<file path="src/rtl/acc_pkg.sv">
// Package: shared encodings for the accumulator core.
// Assumes a 4-bit opcode field above the address field of each word.
package acc_pkg;

    typedef enum logic [3:0] {
        OP_NOP0   = 4'h0,
        OP_LOAD   = 4'h1,
        OP_STORE  = 4'h2,
        OP_SUB    = 4'h3,
        OP_INPUT  = 4'h4,
        OP_OUTPUT = 4'h5,
        OP_HALT   = 4'h6,
        OP_NOP7   = 4'h7,
        OP_SKIP   = 4'h8,
        OP_JUMP   = 4'h9,
        OP_CLEAR  = 4'hA,
        OP_ADDI   = 4'hB,
        OP_JUMPI  = 4'hC,
        OP_LOADI  = 4'hD,
        OP_ADD    = 4'hE,
        OP_NOPF   = 4'hF
    } opcode_e;

    typedef enum logic [3:0] {
        ST_FETCH_A,
        ST_FETCH_W,
        ST_FETCH_I,
        ST_DECODE,
        ST_RD_W,
        ST_RD_D,
        ST_IND,
        ST_RD2_W,
        ST_RD2_D,
        ST_EXEC,
        ST_WRITE,
        ST_HALT
    } state_e;

    typedef enum logic [2:0] {
        ALU_HOLD,
        ALU_PASS,
        ALU_ADD,
        ALU_SUB,
        ALU_ZEXT,
        ALU_ZERO
    } alu_op_e;

    localparam int unsigned OPC_W = 4;

endpackage

</file>
<file path="src/rtl/acc_alu.sv">
// Module: accumulator arithmetic unit.
// Computes the next accumulator value from the current accumulator, the
// memory data register and the input register. Purely combinational;
// the caller decides in which cycle the result is captured.
module acc_alu
    import acc_pkg::*;
#(
    parameter int unsigned DATA_W = 16,
    parameter int unsigned IO_W   = 8
) (
    input  alu_op_e             op,
    input  logic [DATA_W-1:0]   acc,
    input  logic [DATA_W-1:0]   mbr,
    input  logic [IO_W-1:0]     io_in,
    output logic [DATA_W-1:0]   y
);

    localparam int unsigned PAD_W = DATA_W - IO_W;

    // Select the operation result.
    always_comb begin
        case (op)
            ALU_PASS: y = mbr;
            ALU_ADD:  y = acc + mbr;
            ALU_SUB:  y = acc - mbr;
            ALU_ZEXT: y = {{PAD_W{1'b0}}, io_in};
            ALU_ZERO: y = '0;
            default:  y = acc;
        endcase
    end

endmodule

</file>
<file path="src/rtl/acc_skip_unit.sv">
// Module: skip condition evaluator.
// Tests the accumulator sign against a 2-bit condition code:
// 00 negative, 01 zero, 10 positive, 11 never. Combinational.
module acc_skip_unit #(
    parameter int unsigned DATA_W = 16
) (
    input  logic [1:0]        cond,
    input  logic [DATA_W-1:0] acc,
    output logic              take
);

    logic is_neg;
    logic is_zero;
    logic is_pos;

    // Classify the accumulator value.
    always_comb begin
        is_neg  = acc[DATA_W-1];
        is_zero = (acc == '0);
        is_pos  = !is_neg && !is_zero;
    end

    // Pick the flag named by the condition code.
    always_comb begin
        case (cond)
            2'b00:   take = is_neg;
            2'b01:   take = is_zero;
            2'b10:   take = is_pos;
            default: take = 1'b0;
        endcase
    end

endmodule

</file>
<file path="src/rtl/acc_seq.sv">
// Module: instruction sequencer.
// Walks the fetch, operand-read, indirect, execute and write microsteps
// for the opcode held in the instruction register. Assumes a memory with
// one cycle of read latency, hence the wait states.
module acc_seq
    import acc_pkg::*;
(
    input  logic    clk,
    input  logic    rst_n,
    input  opcode_e opc,
    output state_e  state
);

    state_e nxt;

    // Next-state selection.
    always_comb begin
        nxt = state;
        case (state)
            ST_FETCH_A: nxt = ST_FETCH_W;
            ST_FETCH_W: nxt = ST_FETCH_I;
            ST_FETCH_I: nxt = ST_DECODE;
            ST_DECODE: begin
                case (opc)
                    OP_LOAD, OP_SUB, OP_ADD,
                    OP_ADDI, OP_LOADI, OP_JUMPI: nxt = ST_RD_W;
                    OP_STORE:                    nxt = ST_WRITE;
                    default:                     nxt = ST_EXEC;
                endcase
            end
            ST_RD_W:  nxt = ST_RD_D;
            ST_RD_D:  nxt = (opc == OP_ADDI || opc == OP_LOADI) ? ST_IND : ST_EXEC;
            ST_IND:   nxt = ST_RD2_W;
            ST_RD2_W: nxt = ST_RD2_D;
            ST_RD2_D: nxt = ST_EXEC;
            ST_EXEC:  nxt = (opc == OP_HALT) ? ST_HALT : ST_FETCH_A;
            ST_WRITE: nxt = ST_FETCH_A;
            ST_HALT:  nxt = ST_HALT;
            default:  nxt = ST_FETCH_A;
        endcase
    end

    // State register with synchronous active-low reset.
    always_ff @(posedge clk) begin
        if (!rst_n) state <= ST_FETCH_A;
        else        state <= nxt;
    end

endmodule

</file>
<file path="src/rtl/acc_core.sv">
// Module: accumulator processor core (top).
// Holds the architectural registers and performs the register transfer
// selected by the sequencer state each cycle. Assumes a synchronous
// memory that returns the word at mem_addr one cycle later.
module acc_core
    import acc_pkg::*;
#(
    parameter int unsigned DATA_W = 16,
    parameter int unsigned ADDR_W = 12,
    parameter int unsigned IO_W   = 8
) (
    input  logic              clk,
    input  logic              rst_n,
    output logic [ADDR_W-1:0] mem_addr,
    input  logic [DATA_W-1:0] mem_rdata,
    output logic [DATA_W-1:0] mem_wdata,
    output logic              mem_we,
    input  logic [IO_W-1:0]   in_data,
    input  logic              in_strobe,
    output logic [IO_W-1:0]   out_data,
    output logic              out_valid,
    output logic              halt
);

    localparam int unsigned FLD_W = DATA_W - ADDR_W;

    logic [DATA_W-1:0] acc;
    logic [DATA_W-1:0] mbr;
    logic [DATA_W-1:0] ir;
    logic [ADDR_W-1:0] mar;
    logic [ADDR_W-1:0] pc;
    logic [IO_W-1:0]   in_reg;
    logic [IO_W-1:0]   out_reg;
    logic              out_pulse;

    opcode_e           opc;
    state_e            state;
    alu_op_e           alu_op;
    logic [DATA_W-1:0] alu_y;
    logic              skip_take;
    logic [ADDR_W-1:0] ir_addr;
    logic [ADDR_W-1:0] mbr_addr;

    // Split the instruction register into its fields.
    always_comb begin
        opc      = opcode_e'(ir[DATA_W-1 -: FLD_W]);
        ir_addr  = ir[ADDR_W-1:0];
        mbr_addr = mbr[ADDR_W-1:0];
    end

    // Map the opcode to an accumulator operation.
    always_comb begin
        case (opc)
            OP_LOAD, OP_LOADI: alu_op = ALU_PASS;
            OP_ADD, OP_ADDI:   alu_op = ALU_ADD;
            OP_SUB:            alu_op = ALU_SUB;
            OP_INPUT:          alu_op = ALU_ZEXT;
            OP_CLEAR:          alu_op = ALU_ZERO;
            default:           alu_op = ALU_HOLD;
        endcase
    end

    acc_seq u_seq (
        .clk   (clk),
        .rst_n (rst_n),
        .opc   (opc),
        .state (state)
    );

    acc_alu #(
        .DATA_W (DATA_W),
        .IO_W   (IO_W)
    ) u_alu (
        .op    (alu_op),
        .acc   (acc),
        .mbr   (mbr),
        .io_in (in_reg),
        .y     (alu_y)
    );

    acc_skip_unit #(
        .DATA_W (DATA_W)
    ) u_skip (
        .cond (ir[ADDR_W-1 -: 2]),
        .acc  (acc),
        .take (skip_take)
    );

    // Input register: captures device data on the strobe.
    always_ff @(posedge clk) begin
        if (!rst_n)         in_reg <= '0;
        else if (in_strobe) in_reg <= in_data;
    end

    // Datapath register transfers, one set per sequencer state.
    always_ff @(posedge clk) begin
        if (!rst_n) begin
            acc       <= '0;
            mbr       <= '0;
            ir        <= '0;
            mar       <= '0;
            pc        <= '0;
            out_reg   <= '0;
            out_pulse <= 1'b0;
        end else begin
            out_pulse <= 1'b0;
            case (state)
                ST_FETCH_A: mar <= pc;
                ST_FETCH_I: begin
                    ir <= mem_rdata;
                    pc <= pc + 1'b1;
                end
                ST_DECODE: begin
                    mar <= ir_addr;
                    if (opc == OP_STORE) mbr <= acc;
                end
                ST_RD_D, ST_RD2_D: mbr <= mem_rdata;
                ST_IND:            mar <= mbr_addr;
                ST_EXEC: begin
                    acc <= alu_y;
                    case (opc)
                        OP_SKIP:  if (skip_take) pc <= pc + 1'b1;
                        OP_JUMP:  pc <= ir_addr;
                        OP_JUMPI: pc <= mbr_addr;
                        OP_OUTPUT: begin
                            out_reg   <= acc[IO_W-1:0];
                            out_pulse <= 1'b1;
                        end
                        default: ;
                    endcase
                end
                default: ;
            endcase
        end
    end

    // Drive the block outputs from registered state.
    always_comb begin
        mem_addr  = mar;
        mem_wdata = mbr;
        mem_we    = (state == ST_WRITE);
        out_data  = out_reg;
        out_valid = out_pulse;
        halt      = (state == ST_HALT);
    end

endmodule

</file>
<file path="config.mk">
export PLATFORM = sky130hd
export DESIGN_NAME = acc_core
export DESIGN_NICKNAME = d
export VERILOG_FILES = /design/src/rtl/acc_pkg.sv /design/src/rtl/acc_alu.sv /design/src/rtl/acc_skip_unit.sv /design/src/rtl/acc_seq.sv /design/src/rtl/acc_core.sv
export SDC_FILE = /design/constraint.sdc
export NUM_CORES = 1
export LEC_CHECK = 0
export ABC_CLOCK_PERIOD_IN_PS = 10400
export BUFFER_PORTS_ARGS = -buffer_cell sky130_fd_sc_hd__buf_2
export CORE_AREA = 2 2 111 113
export DETAILED_ROUTE_END_ITERATION = 10
export DIE_AREA = 0 0 113 115
export PLACE_DENSITY = 0.73
export SKIP_CTS_REPAIR_TIMING = 1
export SYNTH_ARGS = -nofsm -noshare
export SYNTH_HDL_FRONTEND = slang
export SYNTH_SLANG_ARGS = --single-unit
export TNS_END_PERCENT = 50
</file>
<file path="constraint.sdc">
create_clock -name clk -period 10.4 [get_ports clk]
set_clock_uncertainty 0.05 [all_clocks]
set_input_delay 2.08 -clock clk [delete_from_list [all_inputs] [get_ports clk]]
set_output_delay 2.08 -clock clk [all_outputs]
set_load 0.01 [all_outputs]
</file>
==> implementation parameters <==
Parameter                              Value

Synthesis
  Number of flops mapped to enable cells by yosys ... 0
  Gate count after technology mapping ... 732
  Post-synthesis net count ... 777
  Post-Syn Area per Cell ... 7.88 um^2
  Sequential-to-total area share from yosys stat ... 0.323
  Post-synthesis instance area ... 5770 um^2
  Count of different cell masters after synthesis ... 71
  Top flip-flop cell by instance count after synthesis ... dfxtp_1
  Number of register bits inferred by synthesis ... 93
  Async set or reset register ratio after synthesis ... 0
  Warnings, synthesis ... 0

Outcome
  Outcome ... finished with violations
  Violations in the final reports ... DRC

Min path
  Worst min-delay path class ... register to register
  Hold Crit Depth ... 2
  Worst Hold Endpoint ... ir[5]$_SDFFE_PN0P_
  Startpoint of the tightest hold check path ... ir[5]$_SDFFE_PN0P_

Clock network
  Reg clk slew, reported paths ... 0.07 ns
  Clock buffer depth ... 2
  Root Buffer Master ... clkbuf_16
  CTS Buf Count ... 9
  Insertion delay of the later-clocked pin in the worst-skew pair ... 0.35 ns
  Max H-tree Level ... 3
  Clock tree sinks ... 93
  TritonCTS clock tree ... yes

Critical path
  Worst Path Class, Setup ... register to register
  Largest incremental delay on the critical path ... 0.79 ns
  Reg2reg end ... acc[13]$_SDFFE_PN0P_
  Worst path cell trace ... nand2b_1 > nor2_1 > nor2_1 > xnor2_1 > ha_1 > and4_1 > o21a_4 > o31a_4 > o211a_1 > or3_1 > a32o_1
  CP Max Fanout ... 15
  Cell with the most instances on the worst path ... nor2_1
  Gate family responsible for the most delay along the worst path ... simple AND/OR/NAND/NOR gates
  Endpoint kind of the worst setup timing path ... register
  Startpoint class of the critical path ... register
  Buf/Inv on CP ... 0
  Required time of the worst setup path ... 10.59 ns
  Slowest library cell on the worst path ... nor2_1
  Startpoint of the most critical register-to-register path ... ir[13]$_SDFFE_PN0P_
  Number of cells on the worst reg-to-reg path ... 11
  R2r setup slk ... 6.43 ns
  CP Data Arrival Time ... 4.16 ns

Timing
  Count of endpoints failing hold in the final timing report ... 0
  Worst rel slew slack ... 0.222
  Slew at the pin closest to its max-slew limit ... 1.16 ns
  Final min period ... 3.97 ns
  Setup violation total in the final timing report ... 0
  RSZ-0062 raised after global routing ... no
  Post-Route Setup TNS ... 0 ns
  Final Max Slew Viols ... 0
  Highest clock rate ... 0.252 GHz
  Part of the cycle the worst path needs ... 0.382

Routing
  DR DRC count ... 2
  Number of vias per cell after detailed routing ... 6.17
  Drt total wl ... 16000 um
  Number of nets with antenna violations after detailed routing ... 0
  DRC marker count from the first detailed-route iteration ... 418
  Number of vias after detailed routing ... 5580
  First-pass DRT Iterations ... 8
  Average wire length per cell after detail routing ... 17.7 um

Placed design
  PortBufs ... 65
  Final weighted congestion in routability-driven placement ... 0.913
  HPWL after DPL ... 11500 um
  Placed standard-cell area ... 6060 um^2

Finish
  Highest-count cells in the layout ignoring fill and taps ... dfxtp_1, nor2_1, nand2_1
  Layout Area Growth over Synthesis ... 10.1%
  Final standard cell area without fillers ... 6350 um^2
  Share of the core filled with cells ... 0.538
  Most common library cell in the layout ignoring fill and taps ... dfxtp_1
  Count of fill cells added during filler insertion ... 1117
  Fraction of layout cells with a size suffix above 1 ... 0.136
  ANT cells ... 0
  Number of nets in the finished design ... 798

Floorplanning
  Die Y-Extent ... 115 um
  Number of top-level pins ... 66
  Number of placement rows ... 40
  Effective utilization at floorplan ... 0.488
  DIE WIDTH ... 113 um
  Std-Cell Core Area ... 11800 um^2
  Die area ... 13000 um^2

Global routing
  Vias in the first global route ... 5199
  Number of antenna violations at the first check in global routing ... 0
  Pin count of the biggest net entering global routing ... 61
  Overall routing resource usage ... 0.243
  Global-route wire length before repair ... 25700 um
  GRT Residual Overflow ... 0

Run
  Count of max-cap constraint violations ... 0

Pwr
  Overall power ... 1.13 mW
  Leakage power of the design ... 2.49 nW
  Largest vdd supply drop ... 76.0 uV
  Power per cell area ... 177 nW/um^2
## area by class of cell
class                      count  area [um^2]  area share
clock inverter                 5         60.1     0.00945
timing repair buffer          69          355      0.0559
tap                          147          184      0.0290
clock buffer                  10          229      0.0360
multi-input combinational    567         3610       0.569
inverter                      13         48.8     0.00768
sequential                    93         1860       0.293
## through the flow
stage               std cells  hold WS, ns  setup slack (ns)
finish                    904        0.424              6.43
global route              904        0.437              6.15
CTS                       904        0.423              6.51
detailed placement        889        0.414              6.52
global placement          889        0.408              6.67
floorplan                 732        0.399              7.12
## tightest hold or removal path, delay by kind of cell, from the launching register on
kind,cells,cell delay (ns)
DFF,1,0.32
AOI/OAI and AO/OA,1,0.05
and+or+nand+nor,1,0.06
## cells in the mapped netlist (3+ instances only)
library cell  instances  area (um^2)
dfxtp_1              93         1860
nor2_1               92          345
nand2_1              76          285
a21oi_1              64          320
mux2i_1              35          350
clkbuf_1             32          120
o21ai_0              26          130
a22oi_1              25          188
a211oi_1             23          173
buf_2                21          105
xnor2_1              20          175
ha_1                 17          213
a311oi_1             13          114
nand2b_1             13         81.3
inv_1                12         45.0
nor3_1               12         60.1
nand3_1              11         55.1
nor2b_1               8         50.1
nor4_1                8         50.1
a31oi_1               7         43.8
o22ai_1               7         43.8
or3_1                 7         43.8
a222oi_1              6         60.1
o32ai_1               6         52.6
a21o_1                5         37.5
and2_1                5         31.3
buf_1                 5         18.8
o211ai_1              5         37.5
xor2_1                5         43.8
and3_1                4         25.0
nand3b_1              4         30.0
nand4_1               4         25.0
nor3b_1               4         30.0
or2_2                 4         25.0
o21bai_1              3         22.5
o31ai_1               3         22.5
## how the worst max path moves through the flow
stage / start / endpoint / slack, ns / depth (start not counted)
after detailed placement: ir[13]$_SDFFE_PN0P_ / acc[13]$_SDFFE_PN0P_ / 6.52 / 10
final: ir[13]$_SDFFE_PN0P_ / acc[13]$_SDFFE_PN0P_ / 6.43 / 11
after global placement: ir[13]$_SDFFE_PN0P_ / acc[13]$_SDFFE_PN0P_ / 6.67 / 11
after global routing: ir[13]$_SDFFE_PN0P_ / acc[13]$_SDFFE_PN0P_ / 6.15 / 11
after floorplan: ir[15]$_SDFFE_PN0P_ / acc[13]$_SDFFE_PN0P_ / 7.12 / 12
after CTS: ir[13]$_SDFFE_PN0P_ / acc[13]$_SDFFE_PN0P_ / 6.51 / 10
## where the power goes
group | leakage, nW | internal, mW | switching, mW | total (mW)
sequential | 0.755 | 0.379 | 0.0333 | 0.413
clock | 0.139 | 0.187 | 0.147 | 0.334
combinational | 1.60 | 0.167 | 0.214 | 0.381
## routing by layer
| layer | GRT usage | vias to the layer above | share of wire |
|---|---|---|---|
| met1 | 0.313 | 2622 | 0.44 |
| met3 | 0.0438 | 33 | 0.057 |
| met4 | 0.0927 | 0 | 0.025 |
| met5 | 0 | - | 0 |
| met2 | 0.407 | 206 | 0.48 |
| li1 | - | 2719 | - |
## logic make-up (layout without fill, tap and decap cells)
kind of cell	after synthesis	in the layout	synth area share
and+or+nand+nor	267	267	0.222
AOI/OAI and AO/OA	222	222	0.264
DFF	93	93	0.323
buffers and inverters	72	97	0.0527
muxes	35	35	0.0607
xor gates and xnor gates	25	25	0.0380
adders and majority gates	18	18	0.0403
(Power assumes the default switching activity.)
